<file path="src/rtl/scr_run_pkg.sv">
package scr_run_pkg;

  typedef enum logic [1:0] {
    ST_IDLE  = 2'd0,
    ST_FETCH = 2'd1,
    ST_EXEC  = 2'd2,
    ST_HALT  = 2'd3
  } run_state_t;

  // control register bit positions
  localparam int CTL_SSTEP = 4;
  localparam int CTL_DRVPP = 3;
  localparam int CTL_START = 2;
  localparam int CTL_IDIS  = 1;
  // mode register
  localparam int MODE_MANUAL = 0;
  // status register A
  localparam int SA_ANY  = 0;
  localparam int SA_STEP = 1;
  localparam int SA_HALT = 2;
  // status register B
  localparam int SB_EXC  = 2;
  localparam int SB_STEP = 3;

  localparam logic [1:0] A_CTRL = 2'd0;
  localparam logic [1:0] A_MODE = 2'd1;
  localparam logic [1:0] A_STSA = 2'd2;
  localparam logic [1:0] A_STSB = 2'd3;

  // interrupt is visible on the pin when pending and not disabled
  function automatic logic irq_visible(input logic pend, input logic dis);
    return pend & ~dis;
  endfunction

  // returns {output_enable, active_low_data}
  function automatic logic [1:0] pin_drive(input logic active, input logic pushpull);
    return {pushpull | active, ~active};
  endfunction

endpackage

</file>
<file path="src/rtl/scr_run_regs.sv">
module scr_run_regs
  import scr_run_pkg::*;
#(
  parameter int PTR_W       = 16,
  parameter int INSTR_BYTES = 8,
  parameter int REG_W       = 8
) (
  input  logic             clk,
  input  logic             rst_n,
  input  logic             reg_we,
  input  logic             reg_re,
  input  logic [1:0]       reg_addr,
  input  logic [REG_W-1:0] reg_wdata,
  output logic [REG_W-1:0] reg_rdata,
  input  logic             ptr_we,
  input  logic [PTR_W-1:0] ptr_wdata,
  input  logic             ptr_open,
  input  logic             ptr_adv,
  input  logic             step_evt,
  input  logic             exc_evt,
  input  logic             halted,
  output logic [PTR_W-1:0] ptr_q,
  output logic             sstep_q,
  output logic             drvpp_q,
  output logic             idis_q,
  output logic             manual_q,
  output logic             start_pls,
  output logic             ptr_load_pls,
  output logic             step_pend,
  output logic             exc_pend,
  output logic             pend_any,
  output logic             ack_done
);

  localparam logic [PTR_W-1:0] PTR_STEP = PTR_W'(INSTR_BYTES);

  function automatic logic [PTR_W-1:0] advance(input logic [PTR_W-1:0] p);
    return p + PTR_STEP;
  endfunction

  logic wr_ctrl, wr_mode, rd_sa, rd_sb;
  logic seen_a, seen_b, seen_a_nx, seen_b_nx;
  logic unused_wbits;

  assign wr_ctrl      = reg_we && (reg_addr == A_CTRL);
  assign wr_mode      = reg_we && (reg_addr == A_MODE);
  assign rd_sa        = reg_re && (reg_addr == A_STSA);
  assign rd_sb        = reg_re && (reg_addr == A_STSB);
  assign start_pls    = wr_ctrl && reg_wdata[CTL_START];
  assign ptr_load_pls = ptr_we && ptr_open;
  assign pend_any     = step_pend | exc_pend;
  assign unused_wbits = ^reg_wdata;

  // control and mode bits
  always_ff @(posedge clk or negedge rst_n) begin
    if (!rst_n) begin
      sstep_q  <= 1'b0;
      drvpp_q  <= 1'b0;
      idis_q   <= 1'b0;
      manual_q <= 1'b0;
    end else begin
      if (wr_ctrl) begin
        sstep_q <= reg_wdata[CTL_SSTEP];
        drvpp_q <= reg_wdata[CTL_DRVPP];
        idis_q  <= reg_wdata[CTL_IDIS];
      end
      if (wr_mode) manual_q <= reg_wdata[MODE_MANUAL];
    end
  end

  // instruction pointer: loads only while stopped, advances after each instruction
  always_ff @(posedge clk or negedge rst_n) begin
    if (!rst_n)            ptr_q <= '0;
    else if (ptr_load_pls) ptr_q <= ptr_wdata;
    else if (ptr_adv)      ptr_q <= advance(ptr_q);
  end

  // acknowledge tracking: both status registers must be read after the event
  always_comb begin
    seen_a_nx = seen_a | (rd_sa & pend_any);
    seen_b_nx = seen_b | (rd_sb & pend_any);
    ack_done  = pend_any & seen_a_nx & seen_b_nx;
  end

  always_ff @(posedge clk or negedge rst_n) begin
    if (!rst_n) begin
      step_pend <= 1'b0;
      exc_pend  <= 1'b0;
      seen_a    <= 1'b0;
      seen_b    <= 1'b0;
    end else if (step_evt || exc_evt) begin
      step_pend <= step_pend | step_evt;
      exc_pend  <= exc_pend | exc_evt;
      seen_a    <= 1'b0;
      seen_b    <= 1'b0;
    end else if (ack_done) begin
      step_pend <= 1'b0;
      exc_pend  <= 1'b0;
      seen_a    <= 1'b0;
      seen_b    <= 1'b0;
    end else begin
      seen_a <= seen_a_nx;
      seen_b <= seen_b_nx;
    end
  end

  // read mux
  always_comb begin
    reg_rdata = '0;
    unique case (reg_addr)
      A_CTRL: begin
        reg_rdata[CTL_SSTEP] = sstep_q;
        reg_rdata[CTL_DRVPP] = drvpp_q;
        reg_rdata[CTL_IDIS]  = idis_q;
      end
      A_MODE: reg_rdata[MODE_MANUAL] = manual_q;
      A_STSA: begin
        reg_rdata[SA_ANY]  = pend_any;
        reg_rdata[SA_STEP] = step_pend;
        reg_rdata[SA_HALT] = halted;
      end
      A_STSB: begin
        reg_rdata[SB_EXC]  = exc_pend;
        reg_rdata[SB_STEP] = step_pend;
      end
      default: reg_rdata = '0;
    endcase
  end

endmodule

</file>
<file path="src/rtl/scr_run_fsm.sv">
module scr_run_fsm
  import scr_run_pkg::*;
(
  input  logic       clk,
  input  logic       rst_n,
  input  logic       start_pls,
  input  logic       ptr_load_pls,
  input  logic       manual,
  input  logic       sstep,
  input  logic       pend_any,
  input  logic       fetch_done,
  input  logic       exec_done,
  input  logic       exec_int,
  output run_state_t state,
  output logic       fetch_req,
  output logic       ptr_adv,
  output logic       step_evt,
  output logic       exc_evt,
  output logic       ptr_open,
  output logic       halted
);

  run_state_t nxt;

  always_comb begin
    nxt      = state;
    ptr_adv  = 1'b0;
    step_evt = 1'b0;
    exc_evt  = 1'b0;
    unique case (state)
      ST_IDLE:
        if (start_pls || (ptr_load_pls && !manual)) nxt = ST_FETCH;
      ST_FETCH:
        if (fetch_done) nxt = ST_EXEC;
      ST_EXEC:
        if (exec_done) begin
          ptr_adv  = 1'b1;
          step_evt = sstep;
          exc_evt  = exec_int;
          nxt      = (sstep || exec_int) ? ST_HALT : ST_FETCH;
        end
      ST_HALT:
        if (start_pls && !pend_any) nxt = ST_FETCH;
      default: nxt = ST_IDLE;
    endcase
  end

  always_ff @(posedge clk or negedge rst_n) begin
    if (!rst_n) state <= ST_IDLE;
    else        state <= nxt;
  end

  assign fetch_req = (state == ST_FETCH);
  assign halted    = (state == ST_HALT);
  assign ptr_open  = (state == ST_IDLE) || (state == ST_HALT);

endmodule

</file>
<file path="src/rtl/scr_run_irq_out.sv">
module scr_run_irq_out
  import scr_run_pkg::*;
(
  input  logic pend_any,
  input  logic idis,
  input  logic drvpp,
  output logic irq_active,
  output logic irq_oe_o,
  output logic irq_n_o
);

  assign irq_active            = irq_visible(pend_any, idis);
  assign {irq_oe_o, irq_n_o}   = pin_drive(irq_active, drvpp);

endmodule

</file>
<file path="src/rtl/scr_run_ctrl.sv">
module scr_run_ctrl
  import scr_run_pkg::*;
#(
  parameter int PTR_W       = 16,
  parameter int INSTR_BYTES = 8,
  parameter int REG_W       = 8
) (
  input  logic             clk,
  input  logic             rst_n,
  input  logic             reg_we,
  input  logic             reg_re,
  input  logic [1:0]       reg_addr,
  input  logic [REG_W-1:0] reg_wdata,
  output logic [REG_W-1:0] reg_rdata,
  input  logic             ptr_we,
  input  logic [PTR_W-1:0] ptr_wdata,
  output logic             fetch_req,
  output logic [PTR_W-1:0] fetch_addr,
  input  logic             fetch_done,
  input  logic             exec_done,
  input  logic             exec_int,
  output logic             irq_n_o,
  output logic             irq_oe_o
);

  // named internal events, also observed by the checker
  run_state_t       state;
  logic [PTR_W-1:0] ptr_q;
  logic sstep_q, drvpp_q, idis_q, manual_q;
  logic start_pls, ptr_load_pls, ptr_adv, ptr_open, halted;
  logic step_evt, exc_evt, step_pend, exc_pend, pend_any, ack_done;
  logic irq_active;

  scr_run_regs #(
    .PTR_W(PTR_W), .INSTR_BYTES(INSTR_BYTES), .REG_W(REG_W)
  ) u_regs (
    .clk(clk), .rst_n(rst_n),
    .reg_we(reg_we), .reg_re(reg_re), .reg_addr(reg_addr),
    .reg_wdata(reg_wdata), .reg_rdata(reg_rdata),
    .ptr_we(ptr_we), .ptr_wdata(ptr_wdata),
    .ptr_open(ptr_open), .ptr_adv(ptr_adv),
    .step_evt(step_evt), .exc_evt(exc_evt), .halted(halted),
    .ptr_q(ptr_q), .sstep_q(sstep_q), .drvpp_q(drvpp_q),
    .idis_q(idis_q), .manual_q(manual_q),
    .start_pls(start_pls), .ptr_load_pls(ptr_load_pls),
    .step_pend(step_pend), .exc_pend(exc_pend),
    .pend_any(pend_any), .ack_done(ack_done)
  );

  scr_run_fsm u_fsm (
    .clk(clk), .rst_n(rst_n),
    .start_pls(start_pls), .ptr_load_pls(ptr_load_pls),
    .manual(manual_q), .sstep(sstep_q), .pend_any(pend_any),
    .fetch_done(fetch_done), .exec_done(exec_done), .exec_int(exec_int),
    .state(state), .fetch_req(fetch_req), .ptr_adv(ptr_adv),
    .step_evt(step_evt), .exc_evt(exc_evt),
    .ptr_open(ptr_open), .halted(halted)
  );

  scr_run_irq_out u_irq (
    .pend_any(pend_any), .idis(idis_q), .drvpp(drvpp_q),
    .irq_active(irq_active), .irq_oe_o(irq_oe_o), .irq_n_o(irq_n_o)
  );

  assign fetch_addr = ptr_q;

endmodule

</file>
<file path="config.mk">
export PLATFORM = sky130hd
export DESIGN_NAME = scr_run_ctrl
export DESIGN_NICKNAME = d
export VERILOG_FILES = /design/src/rtl/scr_run_pkg.sv /design/src/rtl/scr_run_regs.sv /design/src/rtl/scr_run_fsm.sv /design/src/rtl/scr_run_irq_out.sv /design/src/rtl/scr_run_ctrl.sv
export SDC_FILE = /design/constraint.sdc
export NUM_CORES = 1
export LEC_CHECK = 0
export ABC_AREA = 1
export BUFFER_PORTS_ARGS = -buffer_cell sky130_fd_sc_hd__buf_4
export CORE_MARGIN = 5
export CORE_UTILIZATION = 50
export DETAILED_ROUTE_END_ITERATION = 10
export HOLD_SLACK_MARGIN = 0.12
export PLACE_DENSITY = 0.79
export SKIP_CTS_REPAIR_TIMING = 1
export SLEW_MARGIN = 20
export SYNTH_ARGS = -nofsm -noshare
export SYNTH_HDL_FRONTEND = slang
export SYNTH_HIERARCHICAL = 1
export SYNTH_SLANG_ARGS = --single-unit
</file>
<file path="constraint.sdc">
create_clock -name clk -period 1.9 [get_ports clk]
set_input_delay 0.285 -clock clk [delete_from_list [all_inputs] [get_ports clk]]
set_output_delay 0.285 -clock clk [all_outputs]
set_load 0.01 [all_outputs]
</file>
==> results.txt, run 1 <==
Outcome: finished, final reports clean
Final period util: 88.5%
DR iter-0 viols: 138
Hold EP: u_regs/ptr_q[2]$_DFFE_PN0P_
Die height: 70.2 microns
Worst EP required: 1620 ps
Syn Inst Count: 258
Worst Path Max Fanout: 4
Maxcap violations: 0
H-Tree Depth: 1
Die Span X: 70.2 microns
Area of the core: 3420 sq um
Final WL: 4330 microns
Commonest non-fill, non-tap cell in the layout: nand2_1
Largest net degree at the start of global routing: 27
GRT Util Overall: 17.4%
Root Driver: clkbuf_4
Worst reg2reg setup slack: 230 ps
First-pass GRT wire length: 7070 microns
Leak: 1.30 nW
PortBufs: 54
Pwr dens: 1290 nW/um^2
Pre-antenna DRT Iters: 4
Final Slew Violations: 0
Clk_skew: 4.83 ps
Setup crit end kind: output pin
CP top delay family: flip-flops
Hold Crit Depth: 3
Avg Cell Area, Syn: 7.03 sq um
Post-layout min period: 1680 ps
Fmax: 595 MHz
Share of layout cells above drive strength 1: 27.4%
Placed wire-length estimate: 3440 microns
R2R depth: 8
Crit-path cells: nor2_1 > inv_1 > nand2_2 > nand2_1 > buf_4
Grt total ovfl: 0
Final setup viols: 0
Critical R2R Launch: u_fsm/state[1]$_DFFE_PN0P_
CTS tree: done
Yosys warns: 6
Residual DRC count: 0
Arr. time, crit path: 1400 ps
Layout area overhead: 27.9%
Initial Util: 53.1%
Worst hold start: ptr_wdata[2]
I/O pin total: 61
N_diodes: 0
TNS Setup: 0 ps
Routed length per instance: 11.9 microns
GP Congestion: 0.845
Clk_lat worst skew: 320 ps
Die area: 4930 sq um
CTS Buf Count: 3
Vias/cell: 4.91
RSZ-0062 raised after global routing: false
CTS sink count: 26
Post-layout nets: 364
# rows: 21
Clock Tree Buf Depth: 2
Final core occ: 67.9%
Hold Path Class: in -> reg
Vias: 1789
CTS clk-pin slew, worst paths: 140 ps
Worst path buffer plus inverter count: 2
Final Hold Viols: 0
Peak supply drop: 675 uV
CP max stage delay: 420 ps
Most frequent cells in the layout: 81 x nand2_1, 60 x buf_4, 39 x inv_1
Crit path launch type: flop
Mapped Area: 1810 sq um
ANT nets after route: 0
R2R Path End: u_regs/ptr_q[13]$_DFFE_PN0P_
WS Path Type: reg -> out
Filler cells: 311
Antenna violations before repair: 0
CP max-delay cell: dfrtp_1
Number of global-route vias before repair: 1642
## flip-flops by register name, indices dropped and copies added, names as in the netlist
signal            cells
u_regs/sstep_q        1
u_regs/seen_a         1
u_fsm/state           2
u_regs/drvpp_q        1
u_regs/manual_q       1
u_regs/exc_pend       1
u_regs/seen_b         1
u_regs/step_pend      1
u_regs/idis_q         1
u_regs/ptr_q         16
## worst reg2reg max path, stage by stage, from the launching register on
cell and delay, ps:
dfrtp_1 410, inv_1 90, ha_1 270, inv_1 100, nand2_4 120, buf_4 200, or2_2 270, nand2_1 70
nor2_1 40
## metrics by stage
stage / total power [mW] / instance area [sq um] / hold WS (ps) / setup WS [ps] / std cells
global route: 3.28 / 2320 / 139 / 81.6 / 364
finish: 2.99 / 2320 / 148 / 219 / 364
detailed placement: 2.72 / 2260 / 219 / 125 / 357
global placement: 2.66 / 2260 / 222 / 171 / 357
CTS: 2.95 / 2290 / -144 / 126 / 360
floorplan: 2.10 / 1820 / -10.6 / 288 / 260
## power by group
group | internal [mW] | switching, mW
logic | 0.746 | 0.991
registers | 0.777 | 0.238
clock network | 0.0743 | 0.160
## worst max-delay path by stage
stage               cells after the start                         from                            to
floorplan                              11   u_fsm/state[0]$_DFFE_PN0P_    u_fsm/state[1]$_DFFE_PN0P_
global placement                       11   u_fsm/state[0]$_DFFE_PN0P_  u_regs/ptr_q[12]$_DFFE_PN0P_
detailed placement                     11   u_fsm/state[0]$_DFFE_PN0P_  u_regs/ptr_q[12]$_DFFE_PN0P_
CTS                                    11   u_fsm/state[0]$_DFFE_PN0P_  u_regs/ptr_q[12]$_DFFE_PN0P_
global route                            8   u_fsm/state[1]$_DFFE_PN0P_  u_regs/ptr_q[13]$_DFFE_PN0P_
finish                                  5  u_regs/exc_pend$_DFFE_PN0P_                      irq_oe_o
## per-layer routing
layer,part of all wire (%),GRT usage [%],wire length (microns)
met3,5.5,3.44,239
met2,49,29.9,2110
met5,0,0,0
met4,0.97,4.89,42
met1,45,22.1,1940
## layout make-up
type | count | area, sq um | area share [%]
Sequential cell | 26 | 651 | 28.1
Inverter | 44 | 165 | 7.12
Tap cell | 46 | 57.6 | 2.48
Clock buffer | 3 | 22.5 | 0.971
Timing Repair Buffer | 61 | 460 | 19.9
Multi-Input combinational cell | 184 | 962 | 41.5
Power figures use the tool's default switching activity.
==> inputs of run 2 (changes only) <==
--- a/config.mk
+++ b/config.mk
@@ -8,10 +8,11 @@
 export ABC_AREA = 1
 export BUFFER_PORTS_ARGS = -buffer_cell sky130_fd_sc_hd__buf_4
 export CORE_MARGIN = 5
-export CORE_UTILIZATION = 50
+export CORE_UTILIZATION = 40
+export CTS_BUF_LIST = sky130_fd_sc_hd__clkbuf_16
 export DETAILED_ROUTE_END_ITERATION = 10
 export HOLD_SLACK_MARGIN = 0.12
-export PLACE_DENSITY = 0.79
+export PLACE_DENSITY = 0.66
 export SKIP_CTS_REPAIR_TIMING = 1
 export SLEW_MARGIN = 20
 export SYNTH_ARGS = -nofsm -noshare
==> run 2 against run 1 <==
First-iteration DRC count down 36%. Highest routed layer unchanged. Combinational power about the same. Fmax up 1.6%. Count of clock-buffer cells in the layout unchanged. Largest cell class unchanged. Sequential cell count unchanged. Sequential power about the same. Non-clock buffer count down 1. Sequential share of layout area down 0.62 points.
==> results.txt, run 2 (synthesis gave the netlist of run 1 again) <==
CTS tree: done
Number of global-route vias before repair: 1597 (-2.7%)
Worst EP required: 2080 ps (+460 ps)
R2R depth: 9 (+1)
Worst reg2reg setup slack: 240 ps (about the same)
Clk_skew: 2.39 ps (-2.44 ps)
# rows: 24 (+14%)
CTS sink count: 26 (unchanged)
Worst Path Max Fanout: 13 (+9)
TNS Setup: 0 ps (unchanged)
Max reg flops: 16 (unchanged)
Routed length per instance: 11.8 microns (-1.1%)
Placed cell areas: 2270 sq um (+0.33%)
Reg with most FFs: u_regs/ptr_q
Worst hold start: ptr_wdata[1]
Crit path launch type: flop
Inst Count DP: 363 (+1.7%)
Hold EP: u_regs/ptr_q[1]$_DFFE_PN0P_
Final instance area: 2370 sq um (+2.3%)
Antenna violations before repair: 0 (unchanged)
Final std cells w/o fill: 369 (+1.4%)
Pre-antenna DRT Iters: 4 (unchanged)
Pwr dens: 1350 nW/um^2 (+5.1%)
Clk_lat worst skew: 260 ps (-60 ps)
Hold Path Class: in -> reg
PortBufs: 54 (unchanged)
Seq pwr share: 31.8% (-2.2 points)
Outcome: finished, final reports clean
Final WL: 4340 microns (+0.23%)
Hold WS: 213 ps (+65.2 ps)
Final Slew Violations: 0 (unchanged)
Root Driver: clkbuf_16
Peak supply drop: 606 uV (-10%)
Clock Tree Buf Depth: 2 (unchanged)
Die height: 77.3 microns (+10%)
DR iter-0 viols: 88 (-36%)
Final period util: 87.1% (-1.4 points)
Vias: 1748 (-2.3%)
First-pass GRT wire length: 7270 microns (+2.7%)
Largest net degree at the start of global routing: 27 (unchanged)
GP Congestion: 0.786 (-7.0%)
Setup crit end kind: flop
Area of the core: 4380 sq um (+28%)
I/O pin total: 61 (unchanged)
WS Path Type: reg -> reg
Die Span X: 77.3 microns (+10%)
Post-layout nets: 363 (-0.27%)
Sw Ratio: 43.8% (-2.7 points)
CTS Buf Count: 3 (unchanged)
Grt total ovfl: 0 (unchanged)
Vias/cell: 4.74 (-3.6%)
Arr. time, crit path: 1840 ps (+440 ps)
Switching Power: 1.40 mW (+1.2%)
Int Pwr: 1.80 mW (+13%)
ANT nets after route: 0 (unchanged)
H-Tree Depth: 1 (unchanged)
Maxcap violations: 0 (unchanged)
R2R Path End: u_regs/ptr_q[6]$_DFFE_PN0P_
CTS clk-pin slew, worst paths: 70 ps (-70 ps)
RSZ-0062 raised after global routing: false
GRT Util Overall: 14.7% (-2.7 points)
Filler cells: 461 (+48%)
Top flop regs: u_regs/ptr_q (16), u_fsm/state (2)
Placed wire-length estimate: 3380 microns (-1.9%)
Clock network fraction of design power: 14.7% (+6.9 points)
Initial Util: 41.4% (-12 points)
Share of layout cells above drive strength 1: 27.1% (-0.23 points)
Logic gate share of total power: 53.5% (-4.7 points)
Design Power: 3.21 mW (+7.4%)
Final Hold Viols: 0 (unchanged)
Critical R2R Launch: u_fsm/state[0]$_DFFE_PN0P_
Die area: 5980 sq um (+21%)
Post-layout min period: 1660 ps (-26.4 ps)
Most frequent cells in the layout: 81 x nand2_1, 59 x buf_4, 39 x inv_1
Commonest non-fill, non-tap cell in the layout: nand2_1
Hold Crit Depth: 3 (unchanged)
Leak: 1.32 nW (+1.3%)
Fmax: 604 MHz (+1.6%)
N_diodes: 0 (unchanged)
Layout area overhead: 30.8%
Residual DRC count: 0 (unchanged)
Final setup viols: 0 (unchanged)
==> run 2: cell types whose count changed in the layout (fill, tap and decap cells not counted) <==
cell       previous run  this run
clkbuf_4              3         0
buf_4                60        59
clkbuf_16             0         3
==> run 2: worst max-delay path, stage by stage, from the launching register on <==
cell and delay, ps:
dfrtp_1 410, inv_1 80, ha_1 280, inv_1 100
nand2_4 120, inv_2 120, nor2_4 60, inv_2 150
o21ai_0 120, o22ai_1 130
==> run 2: layer usage <==
| layer | global-route usage (%) | part of all wire (%) |
|---|---|---|
| met5 | 0 | 0 |
| met4 | 4.12 | 0.83 |
| met3 | 2.81 | 5.8 |
| met2 | 23.9 | 47 |
| met1 | 20.0 | 47 |
==> run 2: power groups by stage <==
stage | Combinational (mW) | Clock, mW | Sequential (mW)
final | 1.71 | 0.472 | 1.02
after CTS | 1.69 | 0.482 | 1.03
after global routing | 1.95 | 0.507 | 1.07
after floorplan | 1.05 | 0 | 1.05
after global placement | 1.66 | 0 | 1.03
after detailed placement | 1.68 | 0 | 1.04
==> run 2: worst max path at each step <==
stage / startpoint / to / slack (ps) / cells past startpoint
2_1_floorplan: u_fsm/state[0]$_DFFE_PN0P_ / u_fsm/state[1]$_DFFE_PN0P_ / 290 / 11
5_1_grt: u_fsm/state[0]$_DFFE_PN0P_ / u_regs/ptr_q[6]$_DFFE_PN0P_ / 50 / 9
3_3_place_gp: u_fsm/state[0]$_DFFE_PN0P_ / u_regs/ptr_q[12]$_DFFE_PN0P_ / 170 / 11
3_5_place_dp: u_fsm/state[1]$_DFFE_PN0P_ / u_regs/ptr_q[12]$_DFFE_PN0P_ / 160 / 11
4_1_cts: u_fsm/state[0]$_DFFE_PN0P_ / u_regs/ptr_q[12]$_DFFE_PN0P_ / 150 / 11
6_report: u_fsm/state[0]$_DFFE_PN0P_ / u_regs/ptr_q[6]$_DFFE_PN0P_ / 240 / 9
==> run 2: final cells by class <==
cell class | count | area, sq um | area share [%]
Clock buffer | 3 | 75.1 | 3.17
Inverter | 44 | 165 | 6.97
Multi-Input combinational cell | 184 | 962 | 40.6
Sequential cell | 26 | 651 | 27.4
Tap cell | 52 | 65.1 | 2.74
Timing Repair Buffer | 60 | 453 | 19.1
==> run 2: through the flow <==
stage          worst slack, ps  util [%]
3_5_place_dp               158      51.8
4_1_cts                    151      53.5
2_1_floorplan              288         -
3_3_place_gp               166      51.8
6_report                   245      54.1
5_1_grt                   46.9      54.1
==> inputs of run 3 (changes only) <==
--- a/config.mk
+++ b/config.mk
@@ -8,11 +8,11 @@
 export ABC_AREA = 1
 export BUFFER_PORTS_ARGS = -buffer_cell sky130_fd_sc_hd__buf_4
 export CORE_MARGIN = 5
-export CORE_UTILIZATION = 40
+export CORE_UTILIZATION = 50
 export CTS_BUF_LIST = sky130_fd_sc_hd__clkbuf_16
 export DETAILED_ROUTE_END_ITERATION = 10
 export HOLD_SLACK_MARGIN = 0.12
-export PLACE_DENSITY = 0.66
+export PLACE_DENSITY = 0.79
 export SKIP_CTS_REPAIR_TIMING = 1
 export SLEW_MARGIN = 20
 export SYNTH_ARGS = -nofsm -noshare
==> run 3 against run 2 <==
Sequential cell count is the same. Largest cell class unchanged. Die area shrank 18%. Fmax is 3.8% lower.
==> results.txt, run 3 (synthesis gave the netlist of run 1 again) <==
TNS Setup: 0 ps (unchanged)
Top flop regs: u_regs/ptr_q (16), u_fsm/state (2)
CP max-delay cell: dfrtp_1
Vias/cell: 4.96 (+4.6%)
GRT busiest layer: met2
GR Util met2: 31.0% (+7.0 points)
Reg with most FFs: u_regs/ptr_q
Largest net degree at the start of global routing: 27 (unchanged)
Filler cells: 306 (-34%)
Post-layout min period: 1720 ps (+66.0 ps)
Die Span X: 70.2 microns (-9.2%)
Worst path most repeated cell: inv_1
N_diodes: 0 (unchanged)
PortBufs: 54 (unchanged)
Share of layout cells above drive strength 1: 27.1% (unchanged)
Worst EP required: 2050 ps (-30 ps)
Crit path launch type: flop
Setup crit end kind: flop
I/O pin total: 61 (unchanged)
Post-layout nets: 363 (unchanged)
Arr. time, crit path: 1870 ps (+30 ps)
GRT Util Overall: 17.7% (+3.0 points)
Clock Tree Buf Depth: 2 (unchanged)
Outcome: finished, final reports clean
Root Driver: clkbuf_16
Pwr dens: 1360 nW/um^2 (+0.62%)
WS Path Type: reg -> reg
Peak supply drop: 659 uV (+8.7%)
First-pass GRT wire length: 7250 microns (-0.19%)
CTS sink count: 26 (unchanged)
CTS Buf Count: 3 (unchanged)
Number of global-route vias before repair: 1725 (+8.0%)
Die height: 70.2 microns (-9.2%)
Final period util: 90.6% (+3.5 points)
Maxcap violations: 0 (unchanged)
H-Tree Depth: 1 (unchanged)
GP Congestion: 0.845 (+7.5%)
Final std cells w/o fill: 363 (-1.6%)
Residual DRC count: 0 (unchanged)
Fmax: 581 MHz (-3.8%)
Final Hold Viols: 0 (unchanged)
Vias: 1799 (+2.9%)
CP max stage delay: 420 ps (about the same)
Leak: 1.32 nW (about the same)
Hold WS: 220 ps (+7.28 ps)
ANT nets after route: 0 (unchanged)
Crit-path cells: inv_1 > ha_1 > inv_1 > nand2_4 > buf_4 > or2_2 > nand2_1 > nor2_1
Routing usage on met3: 3.87% (+1.1 points)
Initial Util: 53.1% (+12 points)
Layout area overhead: 30.4%
Commonest non-fill, non-tap cell in the layout: nand2_1
Worst Path Max Fanout: 14 (+1)
Final WL: 4470 microns (+2.9%)
Most frequent cells in the layout: 81 x nand2_1, 59 x buf_4, 39 x inv_1
Worst path buffer plus inverter count: 3 (-1)
Antenna violations before repair: 0 (unchanged)
Final setup viols: 0 (unchanged)
CTS tree: done
Die area: 4930 sq um (-18%)
CP top delay family: simple AND/OR/NAND/NOR gates
Clk_lat worst skew: 260 ps (about the same)
Hold Path Class: in -> reg
Met1 GRT Util: 22.1% (+2.1 points)
CTS clk-pin slew, worst paths: 60 ps (about the same)
Clk_skew: 2.47 ps (+0.0775 ps)
Area of the core: 3420 sq um (-22%)
Pre-antenna DRT Iters: 4 (unchanged)
DR iter-0 viols: 91 (+3.4%)
Grt total ovfl: 0 (unchanged)
Routed length per instance: 12.3 microns (+4.6%)
# rows: 21 (-13%)
RSZ-0062 raised after global routing: false
Final Slew Violations: 0 (unchanged)
Max reg flops: 16 (unchanged)
Placed wire-length estimate: 3440 microns (+1.9%)
Inst Count DP: 357 (-1.7%)
## run 3: final timing paths
check	startpoint	to	slack [ps]	depth (start not counted)
max in group asynchronous	rst_n	u_regs/exc_pend$_DFFE_PN0P_	1160	2
max reg2reg	u_fsm/state[0]$_DFFE_PN0P_	u_regs/ptr_q[13]$_DFFE_PN0P_	180	8
max	u_fsm/state[0]$_DFFE_PN0P_	u_regs/ptr_q[13]$_DFFE_PN0P_	180	8
min in group asynchronous	rst_n	u_regs/drvpp_q$_DFFE_PN0P_	470	2
min	ptr_wdata[2]	u_regs/ptr_q[2]$_DFFE_PN0P_	220	3
min reg2reg	u_regs/ptr_q[2]$_DFFE_PN0P_	u_regs/ptr_q[2]$_DFFE_PN0P_	490	2
## run 3: layer usage
| layer | vias to the layer above | wire length [microns] |
|---|---|---|
| met5 | - | 0 |
| met4 | 0 | 17 |
| met3 | 2 | 264 |
| met2 | 44 | 2230 |
| met1 | 837 | 1960 |
| li1 | 916 | - |
## run 3: final cells by class
type	count	area [sq um]	share of cell area (%)
multi-input combinational	184	962	40.7
inverter	44	165	6.99
timing repair buffer	60	453	19.2
tap	46	57.6	2.44
clock buffer	3	75.1	3.18
sequential	26	651	27.5
## run 3: where the power goes
group | switching [mW] | internal, mW
Combinational | 0.990 | 0.737
Sequential | 0.249 | 0.780
Clock | 0.183 | 0.279
Total | 1.42 | 1.80
## run 3: per-stage QoR
stage	total power [mW]	area [sq um]	setup slack, ps	util (%)
2_1_floorplan	2.10	1820	288	-
3_3_place_gp	2.66	2260	171	66.3
3_5_place_dp	2.72	2260	125	66.3
4_1_cts	3.19	2340	125	68.5
5_1_grt	3.51	2360	49.2	69.2
6_report	3.22	2360	179	69.2
## run 3: tightest hold or removal path: stages
cell and delay [ps]:
buf_4 80, nand2_1 40, nand2_1 50
